[src/rtl/gamma_pkg.sv]
package gamma_pkg;

    typedef enum logic [1:0] {
        CURVE_INVERT = 2'd0,
        CURVE_SQUARE = 2'd1,
        CURVE_GAIN2  = 2'd2
    } curve_e;

    typedef enum logic [1:0] {
        SKID_EMPTY = 2'd0,
        SKID_HALF  = 2'd1,
        SKID_FULL  = 2'd2
    } skid_state_e;

    // Bus width in bits: three components per pixel, rounded up to whole bytes.
    function automatic int bus_bits(input int comp_w, input int pix);
        return ((3 * comp_w * pix + 7) / 8) * 8;
    endfunction

    // Curve that serves component position c.
    function automatic curve_e curve_of(input int c);
        if (c == 0) return CURVE_INVERT;
        if (c == 1) return CURVE_SQUARE;
        return CURVE_GAIN2;
    endfunction

endpackage

[src/rtl/gamma_lut_rom.sv]
module gamma_lut_rom
    import gamma_pkg::*;
#(
    parameter int     W     = 8,
    parameter curve_e CURVE = CURVE_INVERT
) (
    input  logic         clk,
    input  logic         en,
    input  logic [W-1:0] addr,
    output logic [W-1:0] q
);

    localparam logic [W-1:0] CODE_MAX = '1;

    logic [W-1:0] entry;

    generate
        if (CURVE == CURVE_INVERT) begin : g_invert
            assign entry = CODE_MAX - addr;
        end else if (CURVE == CURVE_SQUARE) begin : g_square
            logic [2*W-1:0] wide;
            assign wide  = {{W{1'b0}}, addr} * {{W{1'b0}}, addr};
            assign entry = wide[2*W-1:W];
        end else begin : g_gain2
            assign entry = addr[W-1] ? CODE_MAX : {addr[W-2:0], 1'b0};
        end
    endgenerate

    // Synchronous read: the entry appears one edge after the address.
    always_ff @(posedge clk) begin
        if (en) begin
            q <= entry;
        end
    end

endmodule

[src/rtl/gamma_skid.sv]
module gamma_skid
    import gamma_pkg::*;
#(
    parameter int PW = 50
) (
    input  logic          clk,
    input  logic          rst_n,
    input  logic          in_valid,
    output logic          in_ready,
    input  logic [PW-1:0] in_pl,
    output logic          head_valid,
    output logic [PW-1:0] head_pl,
    input  logic          pop
);

    skid_state_e  state_q, state_d;
    logic [PW-1:0] spare_q;
    logic          push;

    assign push = in_valid && in_ready;

    // State register.
    always_ff @(posedge clk) begin
        if (!rst_n) begin
            state_q <= SKID_EMPTY;
        end else begin
            state_q <= state_d;
        end
    end

    // Next-state logic: fill, grow, drain, flow, release.
    always_comb begin
        state_d = state_q;
        unique case (state_q)
            SKID_EMPTY: if (push)              state_d = SKID_HALF;
            SKID_HALF: begin
                if (push && !pop)              state_d = SKID_FULL;
                else if (!push && pop)         state_d = SKID_EMPTY;
            end
            SKID_FULL:  if (pop)               state_d = SKID_HALF;
            default:                           state_d = SKID_EMPTY;
        endcase
    end

    // Storage moves.
    always_ff @(posedge clk) begin
        unique case (state_q)
            SKID_EMPTY: if (push) head_pl <= in_pl;
            SKID_HALF: begin
                if (push && pop)       head_pl <= in_pl;
                else if (push)         spare_q <= in_pl;
            end
            SKID_FULL:  if (pop)  head_pl <= spare_q;
            default: ;
        endcase
    end

    // Outputs decoded from the registered state.
    always_comb begin
        in_ready   = 1'b0;
        head_valid = 1'b0;
        unique case (state_q)
            SKID_EMPTY: begin in_ready = 1'b1; head_valid = 1'b0; end
            SKID_HALF:  begin in_ready = 1'b1; head_valid = 1'b1; end
            SKID_FULL:  begin in_ready = 1'b0; head_valid = 1'b1; end
            default:    begin in_ready = 1'b0; head_valid = 1'b0; end
        endcase
    end

endmodule

[src/rtl/gamma_xform_top.sv]
module gamma_xform_top
    import gamma_pkg::*;
#(
    parameter int COMP_W = 8,
    parameter int PIX    = 2
) (
    input  logic                               clk,
    input  logic                               rst_n,
    input  logic [bus_bits(COMP_W, PIX)-1:0]   s_tdata,
    input  logic                               s_tvalid,
    output logic                               s_tready,
    input  logic                               s_tuser,
    input  logic                               s_tlast,
    output logic [bus_bits(COMP_W, PIX)-1:0]   m_tdata,
    output logic                               m_tvalid,
    input  logic                               m_tready,
    output logic                               m_tuser,
    output logic                               m_tlast,
    input  logic [1:0]                         dbg_sel,
    input  logic [COMP_W-1:0]                  dbg_addr,
    output logic [COMP_W-1:0]                  dbg_data
);

    localparam int PIX_BITS = 3 * COMP_W;
    localparam int DATA_W   = PIX_BITS * PIX;
    localparam int BUS_W    = bus_bits(COMP_W, PIX);
    localparam int PL_W     = DATA_W + 2;
    localparam int N_COMP   = 3;

    // Input pad bits take no part in the transform.
    logic in_bits_unused;
    assign in_bits_unused = ^s_tdata;

    logic              head_valid;
    logic [PL_W-1:0]   head_pl;
    logic              advance;
    logic              pop;

    gamma_skid #(.PW(PL_W)) u_skid (
        .clk        (clk),
        .rst_n      (rst_n),
        .in_valid   (s_tvalid),
        .in_ready   (s_tready),
        .in_pl      ({s_tlast, s_tuser, s_tdata[DATA_W-1:0]}),
        .head_valid (head_valid),
        .head_pl    (head_pl),
        .pop        (pop)
    );

    logic              v1_q, v2_q;
    logic [1:0]        sb1_q, sb2_q;
    logic [DATA_W-1:0] lut_q;
    logic [DATA_W-1:0] d2_q;

    // The whole pipeline moves when the output register is free or draining.
    assign advance = !v2_q || m_tready;
    assign pop     = advance && head_valid;

    // Stage 1 data: one table read per component per pixel lane.
    generate
        for (genvar p = 0; p < PIX; p++) begin : g_lane
            for (genvar c = 0; c < N_COMP; c++) begin : g_comp
                gamma_lut_rom #(.W(COMP_W), .CURVE(curve_of(c))) u_rom (
                    .clk  (clk),
                    .en   (advance),
                    .addr (head_pl[(p*N_COMP + c)*COMP_W +: COMP_W]),
                    .q    (lut_q[(p*N_COMP + c)*COMP_W +: COMP_W])
                );
            end
        end
    endgenerate

    always_ff @(posedge clk) begin
        if (!rst_n) begin
            v1_q <= 1'b0;
            v2_q <= 1'b0;
        end else if (advance) begin
            v1_q <= pop;
            v2_q <= v1_q;
        end
    end

    always_ff @(posedge clk) begin
        if (advance) begin
            sb1_q <= head_pl[PL_W-1:DATA_W];
            sb2_q <= sb1_q;
            d2_q  <= lut_q;
        end
    end

    assign m_tvalid = v2_q;
    assign m_tdata  = BUS_W'(d2_q);
    assign m_tuser  = sb2_q[0];
    assign m_tlast  = sb2_q[1];

    // Read-only inspection port: a dedicated read copy of each table.
    logic [COMP_W-1:0] dbg_q [N_COMP];
    logic [1:0]        dbg_sel_q;

    generate
        for (genvar c = 0; c < N_COMP; c++) begin : g_dbg
            gamma_lut_rom #(.W(COMP_W), .CURVE(curve_of(c))) u_rom (
                .clk  (clk),
                .en   (1'b1),
                .addr (dbg_addr),
                .q    (dbg_q[c])
            );
        end
    endgenerate

    always_ff @(posedge clk) begin
        dbg_sel_q <= dbg_sel;
    end

    always_comb begin
        unique case (dbg_sel_q)
            2'd0:    dbg_data = dbg_q[0];
            2'd1:    dbg_data = dbg_q[1];
            2'd2:    dbg_data = dbg_q[2];
            default: dbg_data = '0;
        endcase
    end

endmodule

[config.mk]
export PLATFORM = sky130hd
export DESIGN_NAME = gamma_xform_top
export DESIGN_NICKNAME = d
export VERILOG_FILES = /design/src/rtl/gamma_pkg.sv /design/src/rtl/gamma_lut_rom.sv /design/src/rtl/gamma_skid.sv /design/src/rtl/gamma_xform_top.sv
export SDC_FILE = /design/constraint.sdc
export NUM_CORES = 1
export LEC_CHECK = 0
export BUFFER_PORTS_ARGS = -buffer_cell sky130_fd_sc_hd__buf_2
export CELL_PAD_IN_SITES_DETAIL_PLACEMENT = 0
export CELL_PAD_IN_SITES_GLOBAL_PLACEMENT = 1
export CORE_UTILIZATION = 30
export DETAILED_ROUTE_END_ITERATION = 12
export PLACE_DENSITY = 0.58
export SLEW_MARGIN = 10
export SYNTH_ARGS = -nofsm -noshare
export SYNTH_HDL_FRONTEND = slang
export SYNTH_SLANG_ARGS = --single-unit
[constraint.sdc]
create_clock -name clk -period 21.5 [get_ports clk]
set_clock_uncertainty 0.1 [all_clocks]
set_input_delay 2.15 -clock clk [delete_from_list [all_inputs] [get_ports clk]]
set_output_delay 2.15 -clock clk [all_outputs]
set_load 0.005 [all_outputs]
## After elaboration in Yosys (flattened, before gate mapping)

Index checks and enable logic that the tools add are counted.

- Memory bits (read-only): 0
- Memories kept: 0
- Input bits: 64
- Bits in registers: 230
- Word-level logic and storage cells: 68
- Output and inout bits: 60
- Bits in latches: 0
- Memory bits (writable): 0

- Reductions and logical operators: 17
- Shift-type cells: 0
- Add/sub/neg operators: 3
- Bitwise logic cells: 1
- Multiply operators: 3
- Magnitude comparators: 0
- Div/mod/pow operators: 0
- Multiplexer cells: 15
- Eq/ne operators: 8

Operators with widths:

| operator | count |
|---|---|
| 50-bit 2-to-1 mux | 3 |
| 50-bit case mux with 3 select lines | 1 |
| 8-bit by 8-bit multiplier with 16-bit output | 3 |
| 8-bit case mux with 3 select lines | 1 |
| 8-bit subtractor, first input constant | 3 |
| 2-bit 2-to-1 mux | 4 |
| 2-bit by 1-bit inequality test with 1-bit output, second input constant | 3 |
| 2-bit case mux with 3 select lines | 1 |
| 3-bit AND reduction | 2 |
| 1-bit logical AND | 5 |
| 1-bit 2-to-1 mux | 5 |
| 2-bit by 1-bit == test with 1-bit output, second input constant | 2 |
| 2-bit == test, second input constant | 2 |
| 2-bit logical NOT | 2 |
| 4-bit AND reduction | 1 |
| 2-bit OR reduction | 2 |
| 1-bit logical NOT | 3 |
| 3-bit by 1-bit inequality test with 1-bit output, second input constant | 1 |
| 3-bit nonzero test | 1 |
| 1-bit logical OR | 1 |
| 1-bit NOT | 1 |

## Logic depth before layout (Yosys ltp)

- Word-level depth: 9
- Mapped depth: 16
- Mapped depth without buffers: 16

## Cells and area by module

A second synthesis with hierarchy kept.

- Cells, all modules: 957
- Area, all modules: 12874.8 um^2

Modules (own cells, without submodules):

| module | area an instance (um^2) | instances | cells an instance | seq. area each (um^2) |
|---|---|---|---|---|
| gamma_skid | 3831.2 | 1 | 183 | 3042.9 |
| gamma_xform_top | 1868.0 | 1 | 90 | 1641.6 |
| gamma_lut_rom at g_dbg[1].u_rom | 1845.5 | 1 | 199 | 240.2 |
| gamma_lut_rom at g_lane[1].g_comp[1].u_rom | 1838.0 | 1 | 196 | 240.2 |
| gamma_lut_rom at g_lane[0].g_comp[1].u_rom | 1829.3 | 1 | 196 | 240.2 |
| gamma_lut_rom at g_dbg[2].u_rom ... | 284.0 | 3 | 15 | 240.2 |
| gamma_lut_rom at g_dbg[0].u_rom ... | 270.3 | 3 | 16 | 240.2 |

## Least setup slack after synthesis

No wires, ideal clock.

- Kind: in2reg
- Start: input port m_tready
- End: register u_skid.head_pl[0], enable pin
- Arrival time: 12.647 ns
- Path buffers: 0
- Setup slack: 8.027 ns
- Setup time: 0.725 ns
- Required time: 20.675 ns
- Stages: 4
- Cell sequence: nor2b_1 -> inv_1 -> a21boi_0 -> a2111oi_0

- Cells in the longest elaborated chain, start to end: 5
- Elaborated cells on any way between the ends: 6
- Those cells by class: eq/ne (2); reduce/logical (4)

Ends and longest elaborated chain:

| what | line | text |
|---|---|---|
| from (decl) | gamma_xform_top.sv:16 | `input logic m_tready,` |
| 1-bit logical OR (*) | gamma_xform_top.sv:56 | `assign advance = !v2_q \|\| m_tready;` |
| named net advance | gamma_xform_top.sv:36 | `logic advance;` |
| 1-bit logical AND (*) | gamma_xform_top.sv:57 | `assign pop = advance && head_valid;` |
| 1-bit logical AND | gamma_skid.sv:50 | `if (push && pop) head_pl <= in_pl;` |
| 2-bit by 1-bit inequality test with 1-bit output (no source line) | n/a |  |
| 4-bit AND reduction (no source line) (*) | n/a |  |
| to (signal assigned) | gamma_skid.sv:48 | `SKID_EMPTY: if (push) head_pl <= in_pl;` |
| to (signal assigned) | gamma_skid.sv:50 |  |
| to (signal assigned) | gamma_skid.sv:53 | `SKID_FULL: if (pop) head_pl <= spare_q;` |
| to (decl) | gamma_skid.sv:12 | `output logic [PW-1:0] head_pl,` |

The timed path passes the listed nets; every way through them passes the cells marked *.
A chain may end at the register's enable or synchronous reset.

## Worst setup path after layout

- Start: input port dbg_addr[5]
- End: register g_dbg[1].u_rom.q[6]

- Cells in the longest elaborated chain, start to end: 1

Ends and longest elaborated chain:

| what | line | text |
|---|---|---|
| from (decl) | gamma_xform_top.sv:20 | `input logic [COMP_W-1:0] dbg_addr,` |
| 8-bit by 8-bit multiplier with 16-bit output | gamma_lut_rom.sv:22 | `assign wide = {{W{1'b0}}, addr} * {{W{1'b0}}, addr};` |
| named net g_dbg[1].u_rom.g_square.wide[14] | gamma_lut_rom.sv:21 | `logic [2*W-1:0] wide;` |
| to (signal assigned) | gamma_lut_rom.sv:32 | `q <= entry;` |
| to (decl) | gamma_lut_rom.sv:10 | `output logic [W-1:0] q` |

The timed path passes the listed nets, and every way through them passes these cells.

==> metrics.md <==
| Metric | Value |
|---|---|
| Outcome | complete, no violations |
| Fin crit period | 5850 ps |
| Critical Path RT | 21890 ps |
| CP max FO | 8 |
| Mux cell area share after synthesis | 5.49% |
| Yosys reg bits | 230 |
| Commonest non-fill, non-tap cell in the layout | edfxtp_1 |
| WL per Instance | 14.8 um |
| Min-Delay Path Class | reg2reg |
| Initial Util | 30.5% |
| Drt first-iter violations | 271 |
| Finished Cell Area | 0.0146 mm2 |
| Gpl congestion | 0.810 |
| Average size of a mapped cell | 13.3 um2 |
| WP data arrival | 6230 ps |
| EDFF count, synth | 200 |
| First-pass GRT wire length | 39200 um |
| Post-Syn Area | 0.0124 mm2 |
| Clock transition at path regs | 60 ps |
| Synthesized instance count | 937 |
| Via count | 7053 |
| Largest family of logic cells by synthesized area | adder cells |
| Cts hold-fix bufs | 0 |
| Root buffer cell | clkbuf_16 |
| Seq/Total Area, Yosys | 53.1% |
| CTS Buffer Depth | 3 |
| Vias per cell | 4.31 |
| Vias in the first global route | 7393 |
| Yosys warnings | 0 |
| Most used DFF post-synth | edfxtp_1 |
| CTS tree | done |
| Max frequency | 171 MHz |
| Core ar. | 0.0408 mm2 |
| Tcrit/Tclk final | 27.2% |
| Final Hold Fails | 0 |
| Post-synthesis simple-gate area fraction | 7.69% |
| Clock tree sinks | 230 |
| Largest net degree at the start of global routing | 61 |
| Slew margin rel. | 39.2% |
| Num ports | 124 |
| Fill count | 4006 |
| Placed Area | 0.0137 mm2 |
| Layout area overhead | 17.6% |
| Worst Tran Pin Value | 911 ps |
| Die footprint | 0.0423 mm2 |
| Gr ovfl total | 0 |
| Maxcap violations | 0 |
| WS Path Type | in2reg |
| Netlist cell types | 63 |
| Startpoint types | input port |
| Die X | 206 um |
| Initial antenna violation count | 3 |
| Core Rows | 74 |
| Most frequent cells in the layout | edfxtp_1 (200), inv_1 (149), buf_2 (123) |
| Die Y-Extent | 206 um |
| Compound-gate portion of the synthesized area | 5.80% |
| Antenna Nets Post-Route | 0 |
| H-tree levels | 1 |
| Layout cells sized above 1 | 23.1% |
| Final WL | 24200 um |
| Post CTS Setup Buffer Count | 0 |
| RSZ-0062 raised after global routing | no |
| Drt pass-1 iters | 4 |
| Post-Synth Adder-Cell Area | 20.6% |
| DP Wirelength | 17400 um |
| Tot GR Track Use | 11.8% |
| Fraction of registers with async set/reset | 0% |
| Port bufs | 123 |
| Later-pin clock latency in the skew report | 560 ps |
| DRC violations left | 0 |
| CP Capture Type | flop |
| Setup TNS Final | 0 ps |
| Max-slew violations | 0 |
| Hold_ws | 315 ps |
| Post_cts resized | 0 |
| Post-Synth XOR/XNOR Area | 2.18% |
| Total CTS buffers | 27 |
| Final setup fails | 0 |
| Total Nets Final | 1306 |
==> logic make-up (layout without fill, tap and decap cells) <==
group,Yosys count,in the layout
buf+inv,168,331
compound gates,98,98
other cells,1,4
flops,230,230
simple gates,185,185
xor+xnor,31,31
fa+ha+maj,162,162
mux,62,62
==> metal layers <==
metal	vias to the layer above	share of wire, %	track usage, %
met5	-	0.033	0
met3	35	5.2	2.47
met2	103	46	19.2
li1	3507	-	-
met1	3406	47	15.8
met4	2	1.9	3.25
==> area by class of cell <==
class / count / area (um2) / share of cell area [%]
inverters: 154 / 581 / 3.97
multi-input cells: 540 / 5220 / 35.7
clock buffers: 34 / 712 / 4.87
flip-flops and latches: 230 / 6610 / 45.2
repair buffers: 127 / 646 / 4.41
diodes: 2 / 5.00 / 0.0342
well taps: 532 / 666 / 4.55
clock inverters: 16 / 196 / 1.34
==> state kept, by name, summed over array words and instances (netlist names) <==
| name | cells |
|---|---|
| g_dbg.u_rom.q | 24 |
| g_lane.g_comp.u_rom.q | 48 |
| m_tvalid | 1 |
| v1_q | 1 |
| u_skid.head_pl | 50 |
| u_skid.spare_q | 50 |
| m_tdata | 48 |
| dbg_sel_q | 2 |
| sb2_q | 2 |
| u_skid.state_q | 2 |
| sb1_q | 2 |
==> worst paths after layout <==
path / endpoint / slack (ps) / depth (start not counted) / from
worst max-delay path: g_dbg[1].u_rom.q[6]$_DFF_P_ / 15650 / 15 / dbg_addr[5]
worst min-delay path: m_tdata[16]$_DFFE_PP_ / 310 / 0 / g_lane[0].g_comp[2].u_rom.q[0]$_DFFE_PP_
worst max register to register: g_lane[0].g_comp[1].u_rom.q[7]$_DFFE_PP_ / 16690 / 14 / u_skid.head_pl[13]$_DFFE_PP_
worst min register to register: m_tdata[16]$_DFFE_PP_ / 310 / 0 / g_lane[0].g_comp[2].u_rom.q[0]$_DFFE_PP_
==> Yosys cell counts (12+ instances only) <==
library cell | instances | area (um2)
inv_1 | 150 | 563
nand2_1 | 48 | 180
and2_1 | 36 | 225
a21oi_1 | 20 | 100
ha_1 | 90 | 1130
nor2_1 | 38 | 143
mux2i_1 | 12 | 120
mux2_2 | 50 | 563
or2_2 | 19 | 119
dfxtp_1 | 30 | 601
xnor2_1 | 25 | 219
o21ai_0 | 23 | 115
fa_1 | 72 | 1440
edfxtp_1 | 200 | 6010
==> per-stage QoR <==
step	setup slack (ps)	cells	util (%)
CTS	15660	1633	35.8
floorplan	8030	938	-
finish	15650	1635	35.8
global route	15390	1633	35.8
detailed placement	15070	1583	33.6
global placement	15110	1583	33.6
==> critical path, stage by stage <==
cell and delay, ps:
buf_2 150, clkinv_1 230, nor2_1 280, fa_1 490, fa_1 550, inv_1 50, fa_1 380, fa_1 510
inv_1 40, ha_1 330, a211oi_2 230, nor2_1 90, o21a_1 210, or4_1 470, nand3_1 80
Power is not shown: default switching activity piles up to over one toggle a cycle in this logic, so the estimate is an artifact.
